**src/rtl/dcc_pkg.sv**
```systemverilog
`timescale 1ns/1ps
package dcc_pkg;

  localparam int DC_MAX_W = 16;

  typedef enum logic [1:0] {
    DM_OFF  = 2'd0,
    DM_PASS = 2'd1,
    DM_EVEN = 2'd2,
    DM_ODD  = 2'd3
  } dc_mode_e;

  // Operating mode chosen by the divisor value and its lowest bit.
  function automatic dc_mode_e dc_mode_of(input logic [DC_MAX_W-1:0] d);
    if (d == '0)                           return DM_OFF;
    else if (d == {{(DC_MAX_W-1){1'b0}}, 1'b1}) return DM_PASS;
    else if (d[0])                         return DM_ODD;
    else                                   return DM_EVEN;
  endfunction

endpackage

```
**src/rtl/mid_match_cmp.sv**
```systemverilog
`timescale 1ns/1ps
module mid_match_cmp #(
  parameter int DIV_W = 9
) (
  input  logic [DIV_W-1:0] count_i,
  input  logic [DIV_W-2:0] half_i,
  output logic             match_o
);
  localparam int CMP_N = DIV_W - 1;

  logic [CMP_N-1:0] bit_eq;

  // One XOR comparison per bit of the halved divisor.
  for (genvar g = 0; g < CMP_N; g++) begin : g_cmp
    assign bit_eq[g] = ~(count_i[g] ^ half_i[g]);
  end

  assign match_o = (&bit_eq) & ~count_i[DIV_W-1];

endmodule

```
**src/rtl/odd_half_delay.sv**
```systemverilog
`timescale 1ns/1ps
module odd_half_delay (
  input  logic clk_i,
  input  logic rst_ni,
  input  logic odd_i,
  input  logic reload_i,
  input  logic match_i,
  output logic mid_hit_o,
  output logic cut_o
);
  logic mid_hit_q;
  logic cut_q;

  // Midpoint seen in the previous cycle; a reload withdraws it.
  always_ff @(posedge clk_i or negedge rst_ni) begin
    if (!rst_ni)       mid_hit_q <= 1'b0;
    else if (reload_i) mid_hit_q <= 1'b0;
    else               mid_hit_q <= odd_i & match_i;
  end

  // Half-cycle later cut, taken on the falling input edge.
  always_ff @(negedge clk_i or negedge rst_ni) begin
    if (!rst_ni) cut_q <= 1'b0;
    else         cut_q <= odd_i & mid_hit_q;
  end

  assign mid_hit_o = mid_hit_q;
  assign cut_o     = cut_q;

  // reload clears a pending midpoint
  a_r7_reload_drops_mid: assert property (@(posedge clk_i) disable iff (!rst_ni)
    reload_i |=> !mid_hit_q);

  // a cut appears only after a registered midpoint
  a_r3_cut_follows_mid: assert property (@(posedge clk_i) disable iff (!rst_ni)
    $rose(cut_q) |-> mid_hit_q);

endmodule

```
**src/rtl/out_setclr.sv**
```systemverilog
`timescale 1ns/1ps
module out_setclr
  import dcc_pkg::*;
(
  input  logic     clk_i,
  input  logic     rst_ni,
  input  dc_mode_e mode_i,
  input  logic     reload_i,
  input  logic     match_i,
  input  logic     mid_hit_i,
  output logic     hi_o
);
  logic hi_q;
  logic duty_clr;

  assign duty_clr = ((mode_i == DM_EVEN) & match_i) |
                    ((mode_i == DM_ODD)  & mid_hit_i);

  always_ff @(posedge clk_i or negedge rst_ni) begin
    if (!rst_ni)                                   hi_q <= 1'b0;
    else if (mode_i == DM_OFF || mode_i == DM_PASS) hi_q <= 1'b0;
    else if (reload_i)                              hi_q <= 1'b1;
    else if (duty_clr)                              hi_q <= 1'b0;
  end

  assign hi_o = hi_q;

  // even midpoint ends the high phase at the next edge
  a_r2_even_clear: assert property (@(posedge clk_i) disable iff (!rst_ni)
    (mode_i == DM_EVEN && match_i && !reload_i) |=> !hi_q);

  // reload sets the output register
  a_r7_reload_sets: assert property (@(posedge clk_i) disable iff (!rst_ni)
    (reload_i && (mode_i == DM_EVEN || mode_i == DM_ODD)) |=> hi_q);

  // odd midpoint keeps the register high one more cycle
  a_r3_odd_hold: assert property (@(posedge clk_i) disable iff (!rst_ni)
    (mode_i == DM_ODD && match_i && !reload_i && !mid_hit_i && hi_q) |=> hi_q);

  // a zero divisor leaves the register low
  a_r5_off_low: assert property (@(posedge clk_i) disable iff (!rst_ni)
    (mode_i == DM_OFF) |=> !hi_q);

endmodule

```
**src/rtl/duty_balance_stage.sv**
```systemverilog
`timescale 1ns/1ps
module duty_balance_stage
  import dcc_pkg::*;
#(
  parameter int DIV_W = 9
) (
  input  logic             clk_i,
  input  logic             rst_ni,
  input  logic [DIV_W-1:0] divisor_i,
  input  logic             reload_i,
  input  logic [DIV_W-1:0] count_i,
  output logic             clk_o
);
  localparam int PAD_W = DC_MAX_W - DIV_W;

  logic [DC_MAX_W-1:0] div_ext;
  dc_mode_e            mode;
  logic                mid_match;
  logic                mid_hit;
  logic                cut_now;
  logic                out_hi;

  assign div_ext = {{PAD_W{1'b0}}, divisor_i};
  assign mode    = dc_mode_of(div_ext);

  mid_match_cmp #(.DIV_W(DIV_W)) u_cmp (
    .count_i (count_i),
    .half_i  (divisor_i[DIV_W-1:1]),
    .match_o (mid_match)
  );

  odd_half_delay u_odd (
    .clk_i     (clk_i),
    .rst_ni    (rst_ni),
    .odd_i     (mode == DM_ODD),
    .reload_i  (reload_i),
    .match_i   (mid_match),
    .mid_hit_o (mid_hit),
    .cut_o     (cut_now)
  );

  out_setclr u_out (
    .clk_i     (clk_i),
    .rst_ni    (rst_ni),
    .mode_i    (mode),
    .reload_i  (reload_i),
    .match_i   (mid_match),
    .mid_hit_i (mid_hit),
    .hi_o      (out_hi)
  );

  always_comb begin
    case (mode)
      DM_PASS: clk_o = clk_i & rst_ni;
      DM_EVEN: clk_o = out_hi;
      DM_ODD:  clk_o = out_hi & ~cut_now;
      default: clk_o = 1'b0;
    endcase
  end

  // output low in reset
  a_r1_reset_low: assert property (@(posedge clk_i)
    !rst_ni |-> !clk_o);

  // bypass mode shows the input clock high phase
  a_r4_pass_follows: assert property (@(negedge clk_i) disable iff (!rst_ni)
    (mode == DM_PASS) |-> clk_o);

endmodule

```
**config.mk**
```make
export PLATFORM = sky130hd
export DESIGN_NAME = duty_balance_stage
export DESIGN_NICKNAME = d
export VERILOG_FILES = /design/src/rtl/dcc_pkg.sv /design/src/rtl/mid_match_cmp.sv /design/src/rtl/odd_half_delay.sv /design/src/rtl/out_setclr.sv /design/src/rtl/duty_balance_stage.sv
export SDC_FILE = /design/constraint.sdc
export NUM_CORES = 1
export LEC_CHECK = 0
export BUFFER_PORTS_ARGS = -buffer_cell sky130_fd_sc_hd__buf_4
export CAP_MARGIN = 20
export CORE_AREA = 4 4 41 43
export CTS_CLUSTER_DIAMETER = 60
export DETAILED_ROUTE_END_ITERATION = 6
export DIE_AREA = 0 0 45 47
export GPL_TIMING_DRIVEN = 0
export SYNTH_ARGS = -nofsm -noshare
export SYNTH_HDL_FRONTEND = slang
export SYNTH_SLANG_ARGS = --single-unit
```
**constraint.sdc**
```tcl
create_clock -name clk_i -period 0.8 [get_ports clk_i]
set_input_delay 0 -clock clk_i [delete_from_list [all_inputs] [get_ports clk_i]]
set_output_delay 0 -clock clk_i [all_outputs]
set_load 0.01 [all_outputs]
```
=== Yosys cells after proc, flatten, opt, wreduce, memory -nomap -nowiden ===
Index checks and enable logic that the tools add are counted.

* Reductions and logical operators: 5
* Equal/unequal tests: 4
* Bitwise logic cells: 25
* Multiplexer cells: 8

{| class="wikitable"
|+ Operator list
! operator !! number
|-
| $logic_not 16->1 || 1
|-
| $not 1->1 || 10
|-
| $eq 9x1->1 const B || 1
|-
| $reduce_and 8->1 || 1
|-
| $xor 1x1->1 || 8
|-
| $and 1x1->1 || 6
|-
| $mux 1 || 5
|-
| $eq 2x2->1 const B || 2
|-
| $mux 2 || 2
|-
| $pmux 1 s3 || 1
|-
| $reduce_bool 3->1 || 1
|-
| $eq 2x1->1 const B || 1
|-
| $logic_not 2->1 || 1
|-
| $logic_or 1x1->1 || 1
|-
| $or 1x1->1 || 1
|}

* Register bits after elaboration: 3
* Input port bits: 21
* Logic and storage cells: 45
* Output and inout bits: 1

=== Logic depth before layout (Yosys ltp) ===
* Depth in word-level cells: 9
* Mapped depth: 4
* Gate-level depth less buffers: 4

=== By module ===
A second synthesis with hierarchy kept.

* Cell total of the unflattened synthesis: 29
* Area total of the unflattened synthesis: 265.3 µm²

{| class="wikitable"
|+ By module, submodules not included
! module !! area each (µm²) !! seq. area each (µm²) !! cells an instance !! instances
|-
| mid_match_cmp || 93.8 || 0.0 || 11 || 1
|-
| odd_half_delay || 65.1 || 50.0 || 4 || 1
|-
| out_setclr || 56.3 || 25.0 || 5 || 1
|-
| duty_balance_stage || 50.0 || 0.0 || 9 || 1
|}

==> run_results.csv <==
group,metric,value,unit
run_status,outcome,"finished, violations left",
run_status,violations,"negative hold slack, negative setup slack",
setup_path,reg2reg_slack,-250,ps
sta,setup_violations,3,
sta,timing.hold.ws,-44.32,ps
setup_path,worstPathArrival,1460,ps
floorplan,die_area,2115,um^2
pwr,p_total,825.0,uW
layout,most-common-layout-cells,"buf_4 (21), clkbuf_4 (6), xnor2_1 (4), xor2_1 (4), dlygate4sd3_1 (3)",
setup_path,start_kind,"register",
global_routing,grt_overflow_total,0,
clock_network,cts_hold_buf,3,
layout,drive_gt1_share,55.17,%
floorplan,rows,13,
yosys,ys_ff_latch,3,
floorplan,fp.dieW,45,um
layout,fin_nets,80,
yosys,yosys-top-cells-area,"dfrtp_1 (21%), xnor2_1 (15%), xor2_1 (15%), dfrtn_1 (10%), nor4_1 (5.2%)",
layout,diodes,0,
floorplan,pin_count,22,
detailed_routing,vias_per_cell,4.438,
detailed_routing,totalWireLength,800,um
clock_network,tritoncts,"built",
yosys,syn-num-nets,48,
clock_network,post_cts_buffers,0,
layout,final_common_cell,"buf_4",
setup_path,r2r-end,"u_odd.cut_o$_DFF_NN0_",
setup_path,cp_data_required_time,800,ps
sta,worstMarginPinSlew,270.3,ps
global_routing,antenna_found_initial,0,
layout,area_growth,121.8,%
sta,clock_skew,21.27,ps
pwr,p_per_area,1541,nW/um^2
pwr,max-vdd-ir-drop,0.7708,mV
yosys,yosysUniqueCellTypes,16,
min_path,min_to,"u_out.hi_o$_DFFE_PN0P_",
sta,fin_ws,-655.8,ps
min_path,min_path_type,"input pin to register",
sta,slew_viol_final,0,
sta,hold_violations,2,
min_path,worstHoldPathCells,3,
setup_path,crit_type,"register to primary output",
min_path,hold_start,"count_i[8]",
yosys,yosysWarnings,0,
yosys,syn_area,241.5,um^2
sta,relSlewSlack,81.84,%
place,port_buffers,21,
detailed_routing,drtIter0Drc,2,
pwr,p_leak,0.0002471,uW
setup_path,reg2regPathDepth,1,
setup_path,reg2reg_from,"u_odd.mid_hit_o$_DFF_PN0_",
sta,rsz0062_at_grt,"true",
place,finalWeightedCongestion,0.6783,
setup_path,crit_fanout,1,
floorplan,die_h,47,um
global_routing,grt_pass1_wl,1476,um
yosys,synth_top_area_cell,"dfrtp_1",
detailed_routing,vias,324,
detailed_routing,drc_errors,0,
layout,final.fill_count,138,
floorplan,start_util,18.56,%
detailed_routing,drtAntennaViolNets,0,
yosys,yosysTopAreaCellShare,20.73,%
detailed_routing,wire_per_inst,10.96,um
layout,design_area,535.5,um^2
yosys,seq_area_frac_synth,31.09,%
clock_network,cts.clk_slew.worst_paths,40,ps
setup_path,endpoint_kind,"primary output",
floorplan,core,1301,um^2
detailed_routing,first_pass_iters,2,
global_routing,grt_pass1_vias,394,
place,place_area,447.9,um^2
global_routing,grt_use_total,11.69,%
yosys,avgSynthCellArea,8.944,um^2
clock_network,worstSkewPairLatency,370,ps
yosys,synth_cells,27,
flow_run,maxCapViolations,0,
global_routing,grt_max_degree,6,
[routing by layer]
metal	routed length, um	GRT usage, %	vias to the layer above	part of all wire (%)
li1	-	-	160	-
met1	282	9.545	135	35
met2	373	14.41	25	47
met3	118	10.34	4	15
met4	25	16.37	0	3.1
met5	0	0	-	0
[final cells by class]
type / count / area (um^2) / share of cell area (%)
clock buffers: 8 / 56.30 / 10.51
multi-input cells: 23 / 201.4 / 37.62
flip-flops and latches: 3 / 75.07 / 14.02
repair buffers: 23 / 180.2 / 33.64
well taps: 15 / 18.77 / 3.505
inverters: 1 / 3.754 / 0.7009
[worst max path at each step]
stage	start	to	slack (ps)	depth (start not counted)
final	u_odd.cut_o$_DFF_NN0_	clk_o	-660	4
after detailed placement	divisor_i[7]	u_odd.cut_o$_DFF_NN0_	-470	4
after CTS	u_odd.cut_o$_DFF_NN0_	clk_o	-670	4
after global routing	u_odd.cut_o$_DFF_NN0_	clk_o	-730	4
after floorplan	divisor_i[3]	u_odd.cut_o$_DFF_NN0_	-250	3
after global placement	divisor_i[7]	u_odd.cut_o$_DFF_NN0_	-450	4
[cells by family (layout without fill, tap and decap cells)]
logic type	Yosys count	count (layout)	synth area share, %
and+or+nand+nor	11	11	28.50
buffers and inverters	1	32	1.553
DFF	3	3	31.09
AOI/OAI and AO/OA	4	4	9.848
xor gates and xnor gates	8	8	29.01
[report_power, final]
part           leakage (uW)  switching [uW]  total, uW  internal [uW]
Clock             0.0000348             147        506            359
Sequential        0.0000368           0.395        154            153
Combinational      0.000175            62.7        165            103
Total              0.000247             210        825            615
[cell usage after synthesis, drive strengths merged]
cell type and number:
dfrtn 1, nand2 2, a31oi 1, a21boi 1, o21ai 2, inv 1, and4 1, and3 1
xor2 4, nor4 3, dfrtp 2, xnor2 4, nand3 2, nand4 1, nor3 1
[through the flow]
step	instances	hold WS [ps]	util [%]	TNS, ps	worst slack (ps)
final	73	-44.32	41.15	-955.9	-655.8
after global placement	63	-204.1	34.42	-1032	-450.5
after CTS	73	-44.70	40.48	-951.3	-667.5
after detailed placement	63	-204.4	34.42	-1048	-466.0
after floorplan	27	-295.6	-	-459.4	-253.3
after global routing	73	-47.60	41.15	-1154	-733.0
[what timing repair did]
action                                  4_1_cts  5_1_grt
endpoints found under the setup margin        3        3
gates resized for setup                       2        2
pin swaps                                     2        0
hold endpoints to repair                      5        2
[state kept, by name, indices dropped and copies added (netlist names)]
signal,flops
u_out.hi_o,1
u_odd.mid_hit_o,1
u_odd.cut_o,1
[worst max-delay path: stages (launching register included)]
cell     delay [ps]
dfrtn_1         380
nand2_1          60
nand3_2          60
o21ai_2          50
buf_4           140
Note: power is estimated with default switching activity, not from simulation.
